File: config.mk
export PLATFORM = sky130hd
export DESIGN_NAME = cs_ack_unit
export DESIGN_NICKNAME = d
export VERILOG_FILES = /design/src/rtl/cs_pkg.sv /design/src/rtl/cs_regfile.sv /design/src/rtl/cs_decode.sv /design/src/rtl/cs_cycle.sv /design/src/rtl/cs_ack_unit.sv
export SDC_FILE = /design/constraint.sdc
export NUM_CORES = 1
export LEC_CHECK = 0
export BUFFER_PORTS_ARGS = -buffer_cell sky130_fd_sc_hd__buf_2
export CAP_MARGIN = 30
export CORE_ASPECT_RATIO = 0.7
export CORE_MARGIN = 1.5
export CORE_UTILIZATION = 52
export DETAILED_ROUTE_END_ITERATION = 6
export GPL_TIMING_DRIVEN = 1
export PLACE_DENSITY = 0.71
export SYNTH_ARGS = -nofsm -noshare
export SYNTH_HDL_FRONTEND = slang
export SYNTH_SLANG_ARGS = --single-unit
File: constraint.sdc
create_clock -name clk -period 6.1 [get_ports clk]
set_input_delay 0.305 -clock clk [delete_from_list [all_inputs] [get_ports clk]]
set_output_delay 0.305 -clock clk [all_outputs]
set_load 0.01 [all_outputs]
File: src/rtl/cs_pkg.sv
`timescale 1ns/1ps
// Package: shared constants, the per-window configuration record and
// small helpers for the chip-select unit.
package cs_pkg;
    parameter int CS_ADDR_W = 24;
    localparam int WS_W   = 4;
    localparam int MAX_WS = 13;

    typedef struct packed {
        logic [CS_ADDR_W-1:0] base;
        logic [CS_ADDR_W-1:0] mask;
        logic                 en;
        logic                 iack;
        logic                 w16;
        logic [WS_W-1:0]      ws;
    } region_cfg_t;

    // Acknowledge code: line 0 low for 8-bit, line 1 low for 16-bit.
    function automatic logic [1:0] ack_code(input logic w16);
        return w16 ? 2'b01 : 2'b10;
    endfunction

    // Limit a requested wait count to the supported maximum.
    function automatic logic [WS_W-1:0] clamp_ws(input logic [WS_W-1:0] ws);
        return (ws > WS_W'(MAX_WS)) ? WS_W'(MAX_WS) : ws;
    endfunction
endpackage

File: src/rtl/cs_regfile.sv
`timescale 1ns/1ps
// cs_regfile: holds the configuration of every window.
// Assumes: a synchronous active-low reset. The width bit takes the strap
// level on each reset clock, so the last one before release is kept.
module cs_regfile
    import cs_pkg::*;
#(
    parameter int NUM_REGIONS = 4,
    localparam int IDX_W = (NUM_REGIONS > 1) ? $clog2(NUM_REGIONS) : 1
) (
    input  logic                 clk,
    input  logic                 rst_n,
    input  logic                 width_strap,
    input  logic                 cfg_we,
    input  logic                 cfg_width_we,
    input  logic [IDX_W-1:0]     cfg_idx,
    input  logic [CS_ADDR_W-1:0] cfg_base,
    input  logic [CS_ADDR_W-1:0] cfg_mask,
    input  logic                 cfg_en,
    input  logic                 cfg_iack,
    input  logic [WS_W-1:0]      cfg_ws,
    input  logic                 cfg_w16,
    output region_cfg_t          cfg [NUM_REGIONS]
);
    for (genvar g = 0; g < NUM_REGIONS; g++) begin : g_reg
        // Per-window storage: reset defaults, then field writes.
        always_ff @(posedge clk) begin
            if (!rst_n) begin
                cfg[g].base <= '0;
                cfg[g].mask <= '0;
                cfg[g].en   <= 1'b0;
                cfg[g].iack <= 1'b0;
                cfg[g].ws   <= '0;
                cfg[g].w16  <= width_strap;
            end else begin
                if (cfg_we && cfg_idx == IDX_W'(g)) begin
                    cfg[g].base <= cfg_base;
                    cfg[g].mask <= cfg_mask;
                    cfg[g].en   <= cfg_en;
                    cfg[g].iack <= cfg_iack;
                    cfg[g].ws   <= clamp_ws(cfg_ws);
                end
                if (cfg_width_we && cfg_idx == IDX_W'(g))
                    cfg[g].w16 <= cfg_w16;
            end
        end

        assert_ws_clamped_R6: assert property (@(posedge clk) disable iff (!rst_n)
            cfg[g].ws <= WS_W'(MAX_WS));
    end
endmodule

File: src/rtl/cs_decode.sv
`timescale 1ns/1ps
// cs_decode: combinational address match of every window.
// Assumes: the lowest-indexed enabled match wins.
module cs_decode
    import cs_pkg::*;
#(
    parameter int NUM_REGIONS = 4,
    localparam int IDX_W = (NUM_REGIONS > 1) ? $clog2(NUM_REGIONS) : 1
) (
    input  logic                 clk,
    input  logic                 rst_n,
    input  logic [CS_ADDR_W-1:0] addr,
    input  region_cfg_t          cfg [NUM_REGIONS],
    output logic                 hit,
    output logic [IDX_W-1:0]     hit_idx
);
    // Priority match: scan downward so the lowest index is written last.
    always_comb begin
        hit     = 1'b0;
        hit_idx = '0;
        for (int i = NUM_REGIONS - 1; i >= 0; i--) begin
            if (cfg[i].en && ((addr & cfg[i].mask) == (cfg[i].base & cfg[i].mask))) begin
                hit     = 1'b1;
                hit_idx = IDX_W'(i);
            end
        end
    end

    assert_hit_enabled_R3: assert property (@(posedge clk) disable iff (!rst_n)
        hit |-> cfg[hit_idx].en);
endmodule

File: src/rtl/cs_cycle.sv
`timescale 1ns/1ps
// cs_cycle: per-bus-cycle sequencer. It latches the winning window when the
// strobe first falls, drives its select, counts wait states and issues the
// internal acknowledge unless an external one arrives first.
// Assumes: as_n is synchronous to clk; a cycle lasts until as_n rises.
module cs_cycle
    import cs_pkg::*;
#(
    parameter int NUM_REGIONS = 4,
    localparam int IDX_W = (NUM_REGIONS > 1) ? $clog2(NUM_REGIONS) : 1
) (
    input  logic                   clk,
    input  logic                   rst_n,
    input  logic                   as_n,
    input  logic [1:0]             ext_ack_n,
    input  logic                   hit,
    input  logic [IDX_W-1:0]       hit_idx,
    input  region_cfg_t            cfg [NUM_REGIONS],
    output logic [NUM_REGIONS-1:0] cs_n,
    output logic [1:0]             ack_n
);
    logic             active;
    logic             hit_q;
    logic             ext_done;
    logic [IDX_W-1:0] sel;
    logic [WS_W-1:0]  cnt;
    logic [WS_W-1:0]  cnt_nxt;

    assign cnt_nxt = cnt + WS_W'(1);

    // Cycle sequencer: start on strobe, count, acknowledge, clear on negate.
    always_ff @(posedge clk) begin
        if (!rst_n || as_n) begin
            active   <= 1'b0;
            hit_q    <= 1'b0;
            ext_done <= 1'b0;
            sel      <= '0;
            cnt      <= '0;
            cs_n     <= '1;
            ack_n    <= 2'b11;
        end else if (!active) begin
            active <= 1'b1;
            hit_q  <= hit;
            sel    <= hit_idx;
            cnt    <= '0;
            if (hit) begin
                cs_n <= ~(NUM_REGIONS'(1) << hit_idx);
                if (cfg[hit_idx].iack && cfg[hit_idx].ws == '0)
                    ack_n <= ack_code(cfg[hit_idx].w16);
            end
        end else if (hit_q && ack_n == 2'b11 && !ext_done) begin
            if (ext_ack_n != 2'b11) begin
                ext_done <= 1'b1;
            end else if (cnt != WS_W'(MAX_WS)) begin
                cnt <= cnt_nxt;
                if (cfg[sel].iack && cnt_nxt == cfg[sel].ws)
                    ack_n <= ack_code(cfg[sel].w16);
            end
        end
    end

    assert_single_select_R3: assert property (@(posedge clk) disable iff (!rst_n)
        $onehot0(~cs_n));
    assert_clear_on_negate_R4: assert property (@(posedge clk) disable iff (!rst_n)
        as_n |=> (cs_n == '1 && ack_n == 2'b11));
    assert_ack_has_select_R5: assert property (@(posedge clk) disable iff (!rst_n)
        (ack_n != 2'b11) |-> (cs_n != '1));
    assert_one_ack_line_R7: assert property (@(posedge clk) disable iff (!rst_n)
        ack_n != 2'b00);
    assert_silent_after_ext_R8: assert property (@(posedge clk) disable iff (!rst_n)
        ext_done |-> ack_n == 2'b11);
endmodule

File: src/rtl/cs_ack_unit.sv
`timescale 1ns/1ps
// cs_ack_unit: top of the programmable chip-select and acknowledge unit.
// Assumes: synchronous active-low reset; address width set by the package.
module cs_ack_unit
    import cs_pkg::*;
#(
    parameter int NUM_REGIONS = 4,
    localparam int IDX_W  = (NUM_REGIONS > 1) ? $clog2(NUM_REGIONS) : 1,
    localparam int ADDR_W = CS_ADDR_W
) (
    input  logic                   clk,
    input  logic                   rst_n,
    input  logic                   width_strap,
    input  logic                   cfg_we,
    input  logic                   cfg_width_we,
    input  logic [IDX_W-1:0]       cfg_idx,
    input  logic [ADDR_W-1:0]      cfg_base,
    input  logic [ADDR_W-1:0]      cfg_mask,
    input  logic                   cfg_en,
    input  logic                   cfg_iack,
    input  logic [3:0]             cfg_ws,
    input  logic                   cfg_w16,
    input  logic                   as_n,
    input  logic [ADDR_W-1:0]      addr,
    input  logic [1:0]             ext_ack_n,
    output logic [NUM_REGIONS-1:0] cs_n,
    output logic [1:0]             ack_n
);
    region_cfg_t      cfg [NUM_REGIONS];
    logic             hit;
    logic [IDX_W-1:0] hit_idx;

    cs_regfile #(.NUM_REGIONS(NUM_REGIONS)) u_regs (
        .clk(clk), .rst_n(rst_n), .width_strap(width_strap),
        .cfg_we(cfg_we), .cfg_width_we(cfg_width_we), .cfg_idx(cfg_idx),
        .cfg_base(cfg_base), .cfg_mask(cfg_mask), .cfg_en(cfg_en),
        .cfg_iack(cfg_iack), .cfg_ws(cfg_ws), .cfg_w16(cfg_w16), .cfg(cfg)
    );

    cs_decode #(.NUM_REGIONS(NUM_REGIONS)) u_dec (
        .clk(clk), .rst_n(rst_n), .addr(addr), .cfg(cfg),
        .hit(hit), .hit_idx(hit_idx)
    );

    cs_cycle #(.NUM_REGIONS(NUM_REGIONS)) u_cyc (
        .clk(clk), .rst_n(rst_n), .as_n(as_n), .ext_ack_n(ext_ack_n),
        .hit(hit), .hit_idx(hit_idx), .cfg(cfg), .cs_n(cs_n), .ack_n(ack_n)
    );
endmodule

# --- Yosys cells after proc, flatten, opt, wreduce, memory -nomap -nowiden ---
# Index checks and enable logic that the tools add are counted.
totals:
  regBits: 235
  input_bits: 89
  out_inout_bits: 6
  word_cells: 133
op_classes:
  add_sub_neg: 1
  magnitude_cmp: 3
  eq_ne: 19
  shift: 1
  mux: 37
  n_bitwise: 13
  reduce_logical: 28
ops:
  columns: ["cell", "n"]
  rows:
  - ["55-bit binary-select mux with 2-bit select", 2]
  - ["24-bit AND", 8]
  - ["24-bit equality test", 4]
  - ["2-bit two-way mux", 13]
  - ["6-bit two-way mux", 4]
  - ["4-bit two-way mux", 5]
  - ["5-bit two-way mux", 4]
  - ["1-bit logical AND", 16]
  - ["2-bit inequality test, second input constant", 5]
  - ["1-bit two-way mux", 9]
  - ["2-bit by 1-bit inequality test with 1-bit output, second input constant", 4]
  - ["2-bit equality test, second input constant", 3]
  - ["3-bit >= comparator, second input constant", 2]
  - ["2-bit NOT with 3-bit output", 2]
  - ["3-bit AND reduction", 2]
  - ["6-bit AND reduction", 1]
  - ["4-bit by 1-bit adder with 4-bit output, second input constant", 1]
  - ["4-bit equality test", 1]
  - ["4-bit greater-than comparator, second input constant", 1]
  - ["4-bit logical NOT", 1]
  - ["4-bit inequality test, second input constant", 1]
  - ["4-bit NOT", 1]
  - ["2-bit nonzero test", 2]
  - ["1-bit by 2-bit left shift with 4-bit output, first input constant", 1]
  - ["7 further kinds", 9]

# --- Longest topological paths before layout ---
# Gate-level depths: netlist of run 1.
depth:
  ltp_word: 16
  ltp_mapped: 9
  depth_no_buf: 9

# --- By module ---
# Synthesis of run 1 repeated with hierarchy kept, for this count alone.
unflattened:
  cells_unflattened: 1074
  hier_area_um2: 9658.0
modules_own_cells:
  columns: ["module", "n_inst", "cells_each", "area_per_inst_um2", "seq_area_each_um2"]
  rows:
  - ["cs_regfile", 1, 798, 7238.2, 4444.3]
  - ["cs_decode", 1, 169, 1425.1, 0.0]
  - ["cs_cycle", 1, 107, 994.7, 300.3]

# --- Worst setup path after synthesis of run 1 ---
# No wires, ideal clock.
synth_path:
  kind: "reg-to-reg"
  startpoint: "register, netlist name u_regs.cfg[51]"
  endpoint: "register u_cyc.ack_n[0]"
  arrival_ns: 2.178
  required_ns: 5.979
  slack_ns: 3.801
  path_stages_with_launch: 10
  path_buffers: 0
  period_less_slack_ns: 2.299
  path_cell_list: "dfxtp_1 xor2_1 a22oi_1 nand4_1 nor4b_4 or2b_1 o211ai_1 o2111ai_2 o41ai_2 mux2_4"
synth_via:
  elab_chain_cells: 15
  elab_cells_between_ends: 24
synth_lines:
  columns: ["element", "line", "rtl"]
  rows:
  - ["24-bit AND (*)", "cs_decode.sv:22", "if (cfg[i].en && ((addr & cfg[i].mask) == (cfg[i].base & cfg[i].mask))) begin"]
  - ["24-bit equality test (*)", "cs_decode.sv:22", null]
  - ["1-bit logical AND (*)", "cs_decode.sv:22", null]
  - ["2-bit two-way mux (4 in series)", "cs_decode.sv:22", null]
  - ["2-bit NOT with 3-bit output (not written as such)", "cs_cycle.sv:48, cs_cycle.sv:49", null]
  - ["55-bit binary-select mux with 2-bit select", "cs_cycle.sv:48, cs_cycle.sv:49", null]
  - ["6-bit two-way mux (not written as such) (2 in series)", "cs_cycle.sv:48", "if (cfg[hit_idx].iack && cfg[hit_idx].ws == '0)"]
  - ["4-bit logical NOT / 2-bit two-way mux (equally long branches)", "cs_cycle.sv:48, cs_pkg.sv:20", null]
  - ["1-bit logical AND / 2-bit two-way mux (equally long branches)", "cs_cycle.sv:48", null]
  - ["2-bit nonzero test (no source line) / 2-bit two-way mux (equally long branches)", null, null]
  - ["6-bit AND reduction (no source line) / 2-bit two-way mux (equally long branches)", null, null]
  - ["end signal: assignment", "cs_cycle.sv:49", "ack_n <= ack_code(cfg[hit_idx].w16);"]
  - ["end signal: assignment", "cs_cycle.sv:57", "ack_n <= ack_code(cfg[sel].w16);"]
  - ["end: declaration", "cs_cycle.sv:20", "output logic [1:0] ack_n"]
# Every way passes the cells marked *; elsewhere a longest branch is shown, timed or not. The select of a mux whose other input is x is not followed.
# A chain may end at the register's enable or synchronous reset.

# --- Worst setup path after layout of run 1 ---
layout_path:
  startpoint: "register, netlist name u_regs.cfg[104]"
  endpoint: "register u_cyc.ack_n[0]"
layout_via:
  elab_chain_cells: 14
  elab_cells_between_ends: 22
layout_lines:
  columns: ["element", "line"]
  rows:
  - ["24-bit AND (*)", "cs_decode.sv:22"]
  - ["24-bit equality test (*)", "cs_decode.sv:22"]
  - ["1-bit logical AND (*)", "cs_decode.sv:22"]
  - ["2-bit two-way mux (3 in series)", "cs_decode.sv:22"]
  - ["2-bit NOT with 3-bit output (not written as such)", "cs_cycle.sv:48, cs_cycle.sv:49"]
  - ["55-bit binary-select mux with 2-bit select", "cs_cycle.sv:48, cs_cycle.sv:49"]
  - ["6-bit two-way mux (not written as such) (2 in series)", "cs_cycle.sv:48"]
  - ["4-bit logical NOT / 2-bit two-way mux (equally long branches)", "cs_cycle.sv:48, cs_pkg.sv:20"]
  - ["1-bit logical AND / 2-bit two-way mux (equally long branches)", "cs_cycle.sv:48"]
  - ["2-bit nonzero test (no source line) / 2-bit two-way mux (equally long branches)", null]
  - ["6-bit AND reduction (no source line) / 2-bit two-way mux (equally long branches)", null]
# Marked as above.

==> results_dict.tcl, run 1 <==
set metrics [dict create \
    status "complete, no violations" \
    hpwlAfterDp_um 19200 \
    viasPerCell 5.49 \
    p_per_area_nw_per_um2 282 \
    max_slew_margin_pct 31.0 \
    area_delta_synth_final_pct 13.1 \
    grt_pass1_wl_um 45500 \
    core-area_sq_um 19700 \
    power_mw 3.34 \
    r2r_start "u_regs.cfg[104]" \
    drcViolationCount 0 \
    drv_cap 0 \
    p_leak_nw 4.46 \
    timing.critical_path.cells "xor2_1 -> a22oi_1 -> nand4_1 -> nor4b_4 -> a21oi_1 -> a211oi_2 -> o2111ai_2 -> o41ai_2 -> mux2_4" \
    worstSetupStartpointType "flop" \
    synthArstFlopShare_pct 0 \
    final.fill_count 1772 \
    fp-row-count 43 \
    drtPass1Iterations 5 \
    synth-edff-count 4 \
    critPathBufInv 0 \
    wl_per_cell_um 18.6 \
    ys_seq_area_share_pct 45.4 \
    ys_ff_latch 235 \
    die_area_sq_um 21000 \
    cts_root_buf "clkbuf_16" \
    ys.flop_type "dfxtp_1" \
    clkPwrFrac_pct 41.9 \
    fmax_ghz 0.345 \
    rr_worst_depth 9 \
    final_util_pct 59.9 \
    hold_buffers 0 \
    arrival_ns 3.29 \
    finalSetupViolCount 0 \
    tritoncts "built" \
    max_stage_delay_ns 0.57 \
    synthCells 1231 \
    holdWs_ns 0.0837 \
    cts_buffers 23 \
    drt-initial-drc-count 927 \
    cp.required_ns 6.49 \
    whs_endpoint "u_regs.cfg[207]" \
    portBuffers 94 \
    end_kind "flop" \
    clkTransAtPathRegs_ns 0.06 \
    antenna_found_initial 1 \
    setup_tns_ns 0 \
    worst_slew_pin_slew_ns 1.04 \
    synthDominantCellAreaShare_pct 44.2 \
    yosysMostFrequentCell "nand2_1" \
    fin_crit_ns 2.90 \
    postRouteAntennaNets 0 \
    worstHoldPathCells 3 \
    cts_setup_buffers 0 \
    post_cts_resize_count 0 \
    place_congestion 0.899 \
    r2r_slack_ns 3.20 \
    die_w_um 172 \
    drive_above_1_share_pct 12.5 \
    use_met1_pct 43.6 \
    internal_power_mw 2.51 \
    grtUsageTotal_pct 28.4 \
    pwr-share-seq_pct 48.7 \
    crit_fanout 10 \
    combPwrFrac_pct 9.4 \
    grt_overflow 0 \
    gr-usage-met3_pct 5.75 \
    yosys-top-cells-count "nand2_1 (447), dfxtp_1 (231), a21boi_0 (214)" \
    top_usage_layer "met1" \
    finalHoldViolCount 0 \
    skew_ns 0.0119 \
    p_sw_uw 829 \
    vias 8630 \
    clk_latency_ns 0.51 \
    rsz0062_at_grt "no" \
    grt_pass1_vias 7928 \
    syn_avg_cell_area_sq_um 8.49 \
    slew_violations 0 \
    p_sw_share_pct 24.8 \
    peakVddDrop_uv 173 \
    synth-warning-count 0 \
    io_pins 95 \
    wl_um 29200 \
    syn-num-nets 1322 \
    grtUsageMet2_pct 41.2 \
    die_y_um 122 \
    hold_path.class "in2reg" \
    rr_endpoint "u_cyc.ack_n[0]" \
    initial_core_util_pct 52.9 \
    slowest_stage "nor4b_4" \
    clock_sinks 235 \
    crit_family "compound AO/OA/AOI/OAI gates" \
    yosysUniqueCellTypes 49 \
    cts.htree.levels 1 \
    cts_buffer_depth 3 \
    ys_top_cells_by_area "dfxtp_1 (44%), nand2_1 (16%), a21boi_0 (15%)" \
    fin_nets 1376 \
    criticalPathCategory "reg2reg" \
    synth_top_area_cell "dfxtp_1" \
    min_from "cfg_base[11]" \
    grt_max_degree 121 \
    synthesis.area_sq_um 10500 \
    fin_crit_sh_pct 47.6 \
]
==> worst max path at each step <==
stage / startpoint / to / slack, ns / cells after the start
3_5_place_dp: addr[18] / u_cyc.ack_n[0] / 3.12 / 10
4_1_cts: u_regs.cfg[104] / u_cyc.ack_n[0] / 3.24 / 9
3_3_place_gp: addr[18] / u_cyc.ack_n[0] / 3.09 / 10
5_1_grt: u_regs.cfg[98] / u_cyc.ack_n[0] / 3.11 / 9
2_1_floorplan: u_regs.cfg[51] / u_cyc.ack_n[0] / 3.80 / 9
6_report: u_regs.cfg[104] / u_cyc.ack_n[0] / 3.20 / 9
==> worst register-to-register path: stages (launching register included) <==
cell       delay, ns
dfxtp_1         0.31
xor2_1          0.20
a22oi_1         0.39
nand4_1         0.29
nor4b_4         0.57
a21oi_1         0.17
a211oi_2        0.28
o2111ai_2       0.14
o41ai_2         0.12
mux2_4          0.33
==> power by group through the flow <==
stage | Clock [mW] | Combinational, mW | Sequential [mW]
final | 1.40 | 0.314 | 1.63
after global routing | 1.48 | 0.342 | 1.63
after CTS | 1.41 | 0.311 | 1.63
after detailed placement | 0 | 0.310 | 1.66
after global placement | 0 | 0.306 | 1.66
after floorplan | 0 | 0.179 | 1.65
==> cell families after synthesis <==
logic type | Yosys count | synth area share (%)
buffers and inverters | 78 | 2.80
AND/OR/NAND/NOR | 510 | 20.2
AO/OA/AOI/OAI | 294 | 21.1
adder cells (fa/ha/maj) | 2 | 0.239
multiplexers | 9 | 1.64
flip-flops | 235 | 45.4
XOR/XNOR | 103 | 8.63
==> placed cells by master (no fill, tap or decap), types with 4 or more instances in the layout <==
master | synthesis | layout
a22oi_1 | 43 | 43
dfxtp_1 | 231 | 231
xor2_1 | 99 | 99
xnor2_1 | 4 | 4
nand3b_1 | 4 | 4
o211a_1 | 4 | 4
clkbuf_16 | 0 | 23
clkbuf_8 | 0 | 6
buf_4 | 0 | 10
nand2_1 | 447 | 447
nor3_1 | 4 | 4
a21oi_1 | 8 | 8
nor2_1 | 14 | 12
inv_1 | 4 | 4
mux4_2 | 6 | 6
a21boi_0 | 214 | 214
buf_2 | 0 | 93
clkbuf_1 | 68 | 5
edfxtp_1 | 4 | 4
nand4_1 | 11 | 11
o21ai_0 | 8 | 8
==> registers in the layout, summed over array words and instances (netlist names) <==
| register | count |
|---|---|
| u_cyc.cs_n | 4 |
| u_cyc.sel | 2 |
| u_cyc.hit_q | 1 |
| u_regs.cfg | 220 |
| u_cyc.cnt | 4 |
| u_cyc.ext_done | 1 |
| u_cyc.active | 1 |
| u_cyc.ack_n | 2 |
==> stage by stage <==
| stage | instance area, sq um | worst slack (ns) | instances |
|---|---|---|---|
| 4_1_cts | 11800 | 3.24 | 1569 |
| 5_1_grt | 11800 | 3.11 | 1569 |
| 3_5_place_dp | 11100 | 3.12 | 1530 |
| 2_1_floorplan | 10500 | 3.80 | 1231 |
| 3_3_place_gp | 11100 | 3.09 | 1530 |
| 6_report | 11800 | 3.20 | 1571 |
==> layer usage <==
metal / share of wire (%) / vias to the layer above
met5: 0 / -
met4: 1.5 / 0
met3: 8.8 / 31
met2: 41 / 283
met1: 48 / 4096
li1: - / 4220
==> final cells by class <==
class	count	area (sq um)	area share, %
multi-input combinational	918	5450	46.1
sequential	235	4740	40.1
antenna	2	5.00	0.0423
inverter	4	15.0	0.127
clock buffer	34	677	5.72
tap	270	338	2.86
timing repair buffer	103	541	4.57
clock inverter	5	52.6	0.444
Power figures use the tool's default switching activity.
==> run 2, diff against run 1 <==
ABC_AREA = 1   (was not set)
clock period = 2.85 ns   (was 6.1 ns; I/O delays follow)
==> run 2 against run 1 <==
Compared with the run above: worst hold slack lost 0.079 ns; sequential share of layout area decreased by 4.2 points; synthesized area is 6.4% higher; maximum frequency grew 25%; utilization rose by 3.3 points; critical path type unchanged; largest cell class unchanged; via count is 31% higher; highest routed layer is now met5; setup slack got worse by 2.7 ns; flip-flop and latch count stayed put; clock power grew 140%.
==> results_dict.tcl, run 2 <==
set metrics [dict create \
    status "complete, no violations" \
    synthDominantCellAreaShare_pct 41.6 \
    postRouteAntennaNets 0 \
    viasPerCell 5.42 \
    path_depth 10 \
    wl_um 34400 \
    core-area_sq_um 20900 \
    rr_endpoint "u_cyc.ack_n[0]" \
    vias 11300 \
    largestRegisters "u_regs.cfg (220), u_cyc.cnt (4), u_cyc.cs_n (4)" \
    max_stage_delay_ns 0.60 \
    initial_core_util_pct 53.3 \
    cts_buffer_depth 3 \
    area_delta_synth_final_pct 18.6 \
    drv_cap 0 \
    synthArstFlopShare_pct 0 \
    die_w_um 178 \
    grt_pass1_vias 9976 \
    syn-num-nets 1778 \
    cts_setup_buffers 0 \
    crit_family "compound AO/OA/AOI/OAI gates" \
    skew_ns 0.0122 \
    worst_slack_ns 0.519 \
    cts.htree.levels 1 \
    critPathBufInv 1 \
    cp.required_ns 3.25 \
    peakVddDrop_uv 463 \
    crit_end "u_cyc.ack_n[0]" \
    fin_crit_sh_pct 81.8 \
    synthCells 1687 \
    die_area_sq_um 22300 \
    setup_tns_ns 0 \
    cts_root_buf "clkbuf_16" \
    cts_buffers 24 \
    grtUsageTotal_pct 31.1 \
    fmax_ghz 0.429 \
    grt_pass1_wl_um 54500 \
    clkTransAtPathRegs_ns 0.06 \
    fin_nets 1892 \
    tritoncts "built" \
    regMostFlops "u_regs.cfg" \
    r2r_start "u_cyc.sel[0]" \
    drive_above_1_share_pct 11.3 \
    fp-row-count 44 \
    drcViolationCount 0 \
    wl_per_cell_um 16.4 \
    arrival_ns 2.73 \
    clk_latency_ns 0.53 \
    grt_max_degree 222 \
    max_slew_margin_pct 43.7 \
    p_per_area_nw_per_um2 596 \
    layout_common_cells "nor2_1 (356), nand2_1 (302), dfxtp_1 (231)" \
    drt-initial-drc-count 1327 \
    die_y_um 125 \
    criticalPathCategory "reg2reg" \
    slowest_stage "dfxtp_1" \
    drtPass1Iterations 6 \
    finalHoldViolCount 0 \
    syn_avg_cell_area_sq_um 6.59 \
    ys_seq_area_share_pct 42.7 \
    p_leak_nw 5.87 \
    timing.critical_path.cells "clkinv_1 -> o21ai_1 -> a21oi_1 -> xor2_1 -> a2111oi_0 -> nand3_1 -> nand2_1 -> nand2_1 -> nand2_1 -> nand2_1" \
    synth-warning-count 0 \
    post_cts_resize_count 0 \
    ys_top_cells_by_area "dfxtp_1 (42%), nor2_1 (12%), o21ai_0 (10%)" \
    fin_crit_ns 2.33 \
    portBuffers 94 \
    synthesis.area_sq_um 11100 \
    cp-startpoint "u_cyc.sel[0]" \
    yosys-top-cells-count "nor2_1 (356), nand2_1 (303), dfxtp_1 (231)" \
    rsz0062_at_grt "no" \
    finalSetupViolCount 0 \
    crit_fanout 16 \
    ys.flop_type "dfxtp_1" \
    yosysUniqueCellTypes 37 \
    grt_overflow 0 \
    worst_slew_pin_slew_ns 0.845 \
    hold_path.class "in2reg" \
    r2r_slack_ns 0.52 \
    worstSetupStartpointType "flop" \
    rr_worst_depth 10 \
    antenna_found_initial 1 \
    hpwlAfterDp_um 23300 \
    synth-edff-count 4 \
    io_pins 95 \
    crit_path_frequent_cell "nand2_1" \
    slew_violations 0 \
    final_common_cell "nor2_1" \
    hold_buffers 59 \
    clock_sinks 235 \
    end_kind "flop" \
    yosysMostFrequentCell "nor2_1" \
    dp_slack_ns 0.618 \
    largest_register_ffs 220 \
    synth_top_area_cell "dfxtp_1" \
    ys_ff_latch 235 \
    place_congestion 0.979 \
    diodes 0 \
]
run 2: cell types whose count changed in the layout (fill, tap and decap cells not counted), sizes merged, moves of 43 or more:
cell | previous run | this run
nor2 | 14 | 374
inv | 4 | 162
nand2 | 447 | 314
xor2 | 99 | 4
nand3 | 5 | 119
o21ai | 9 | 231
dlygate4sd3 | 0 | 59
a21oi | 8 | 122
a22oi | 43 | 0
a21boi | 214 | 0
run 2: logic make-up after synthesis:
logic type               count (synthesis)  synth area share [%]
adder cells (fa/ha/maj)                  2                 0.225
XOR/XNOR                                 4                 0.315
AND/OR/NAND/NOR                        843                  31.9
AO/OA/AOI/OAI                          365                  16.7
buffers and inverters                  238                  8.19
flip-flops                             235                  42.7
run 2: power by group:
part | leakage [nW] | switching (mW) | internal [mW]
sequential | 1.93 | 0.103 | 3.46
combinational | 3.53 | 0.630 | 0.352
clock | 0.407 | 1.33 | 1.98
total | 5.87 | 2.07 | 5.80
run 2: through the flow:
stage / total power, mW / util (%) / cells / hold WS [ns] / instance area (sq um)
after floorplan: 4.20 / - / 1687 / 0.277 / 11100
after global placement: 4.51 / 56.4 / 1992 / 0.412 / 11800
after detailed placement: 4.53 / 56.4 / 1992 / 0.426 / 11800
after CTS: 7.87 / 63.2 / 2093 / 0.00161 / 13200
after global routing: 8.17 / 63.2 / 2093 / 0.0259 / 13200
final: 7.87 / 63.2 / 2093 / 0.00463 / 13200
run 2: area by class of cell:
class                      count  area (sq um)
clock buffer                  37           751
timing repair buffer         163          1180
fill                        1923          7670
clock inverter                 5          77.6
inverter                     163           612
tap                          276           345
multi-input combinational   1214          5480
sequential                   235          4740
run 2: routing by layer:
metal,GRT usage (%),wire length (um)
met1,47.4,16200
met2,44.7,14000
met3,6.39,3570
met4,6.62,678
met5,0,7
run 2: worst register-to-register path, stage by stage, from the launching register on:
cell and delay, ns:
dfxtp_1 0.60, clkinv_1 0.37, o21ai_1 0.22, a21oi_1 0.10, xor2_1 0.15, a2111oi_0 0.31, nand3_1 0.18, nand2_1 0.10
nand2_1 0.07, nand2_1 0.06, nand2_1 0.04
run 2: worst min path at each step:
stage,startpoint,endpoint,slack [ns],depth (start not counted)
5_1_grt,cfg_w16,u_regs.cfg[59],0.03,3
4_1_cts,cfg_w16,u_regs.cfg[114],0.002,3
3_3_place_gp,cfg_base[5],u_regs.cfg[91],0.41,3
6_report,ext_ack_n[0],u_cyc.ext_done,0.005,6
3_5_place_dp,cfg_mask[6],u_regs.cfg[13],0.43,3
2_1_floorplan,cfg_base[23],u_regs.cfg[109],0.28,2
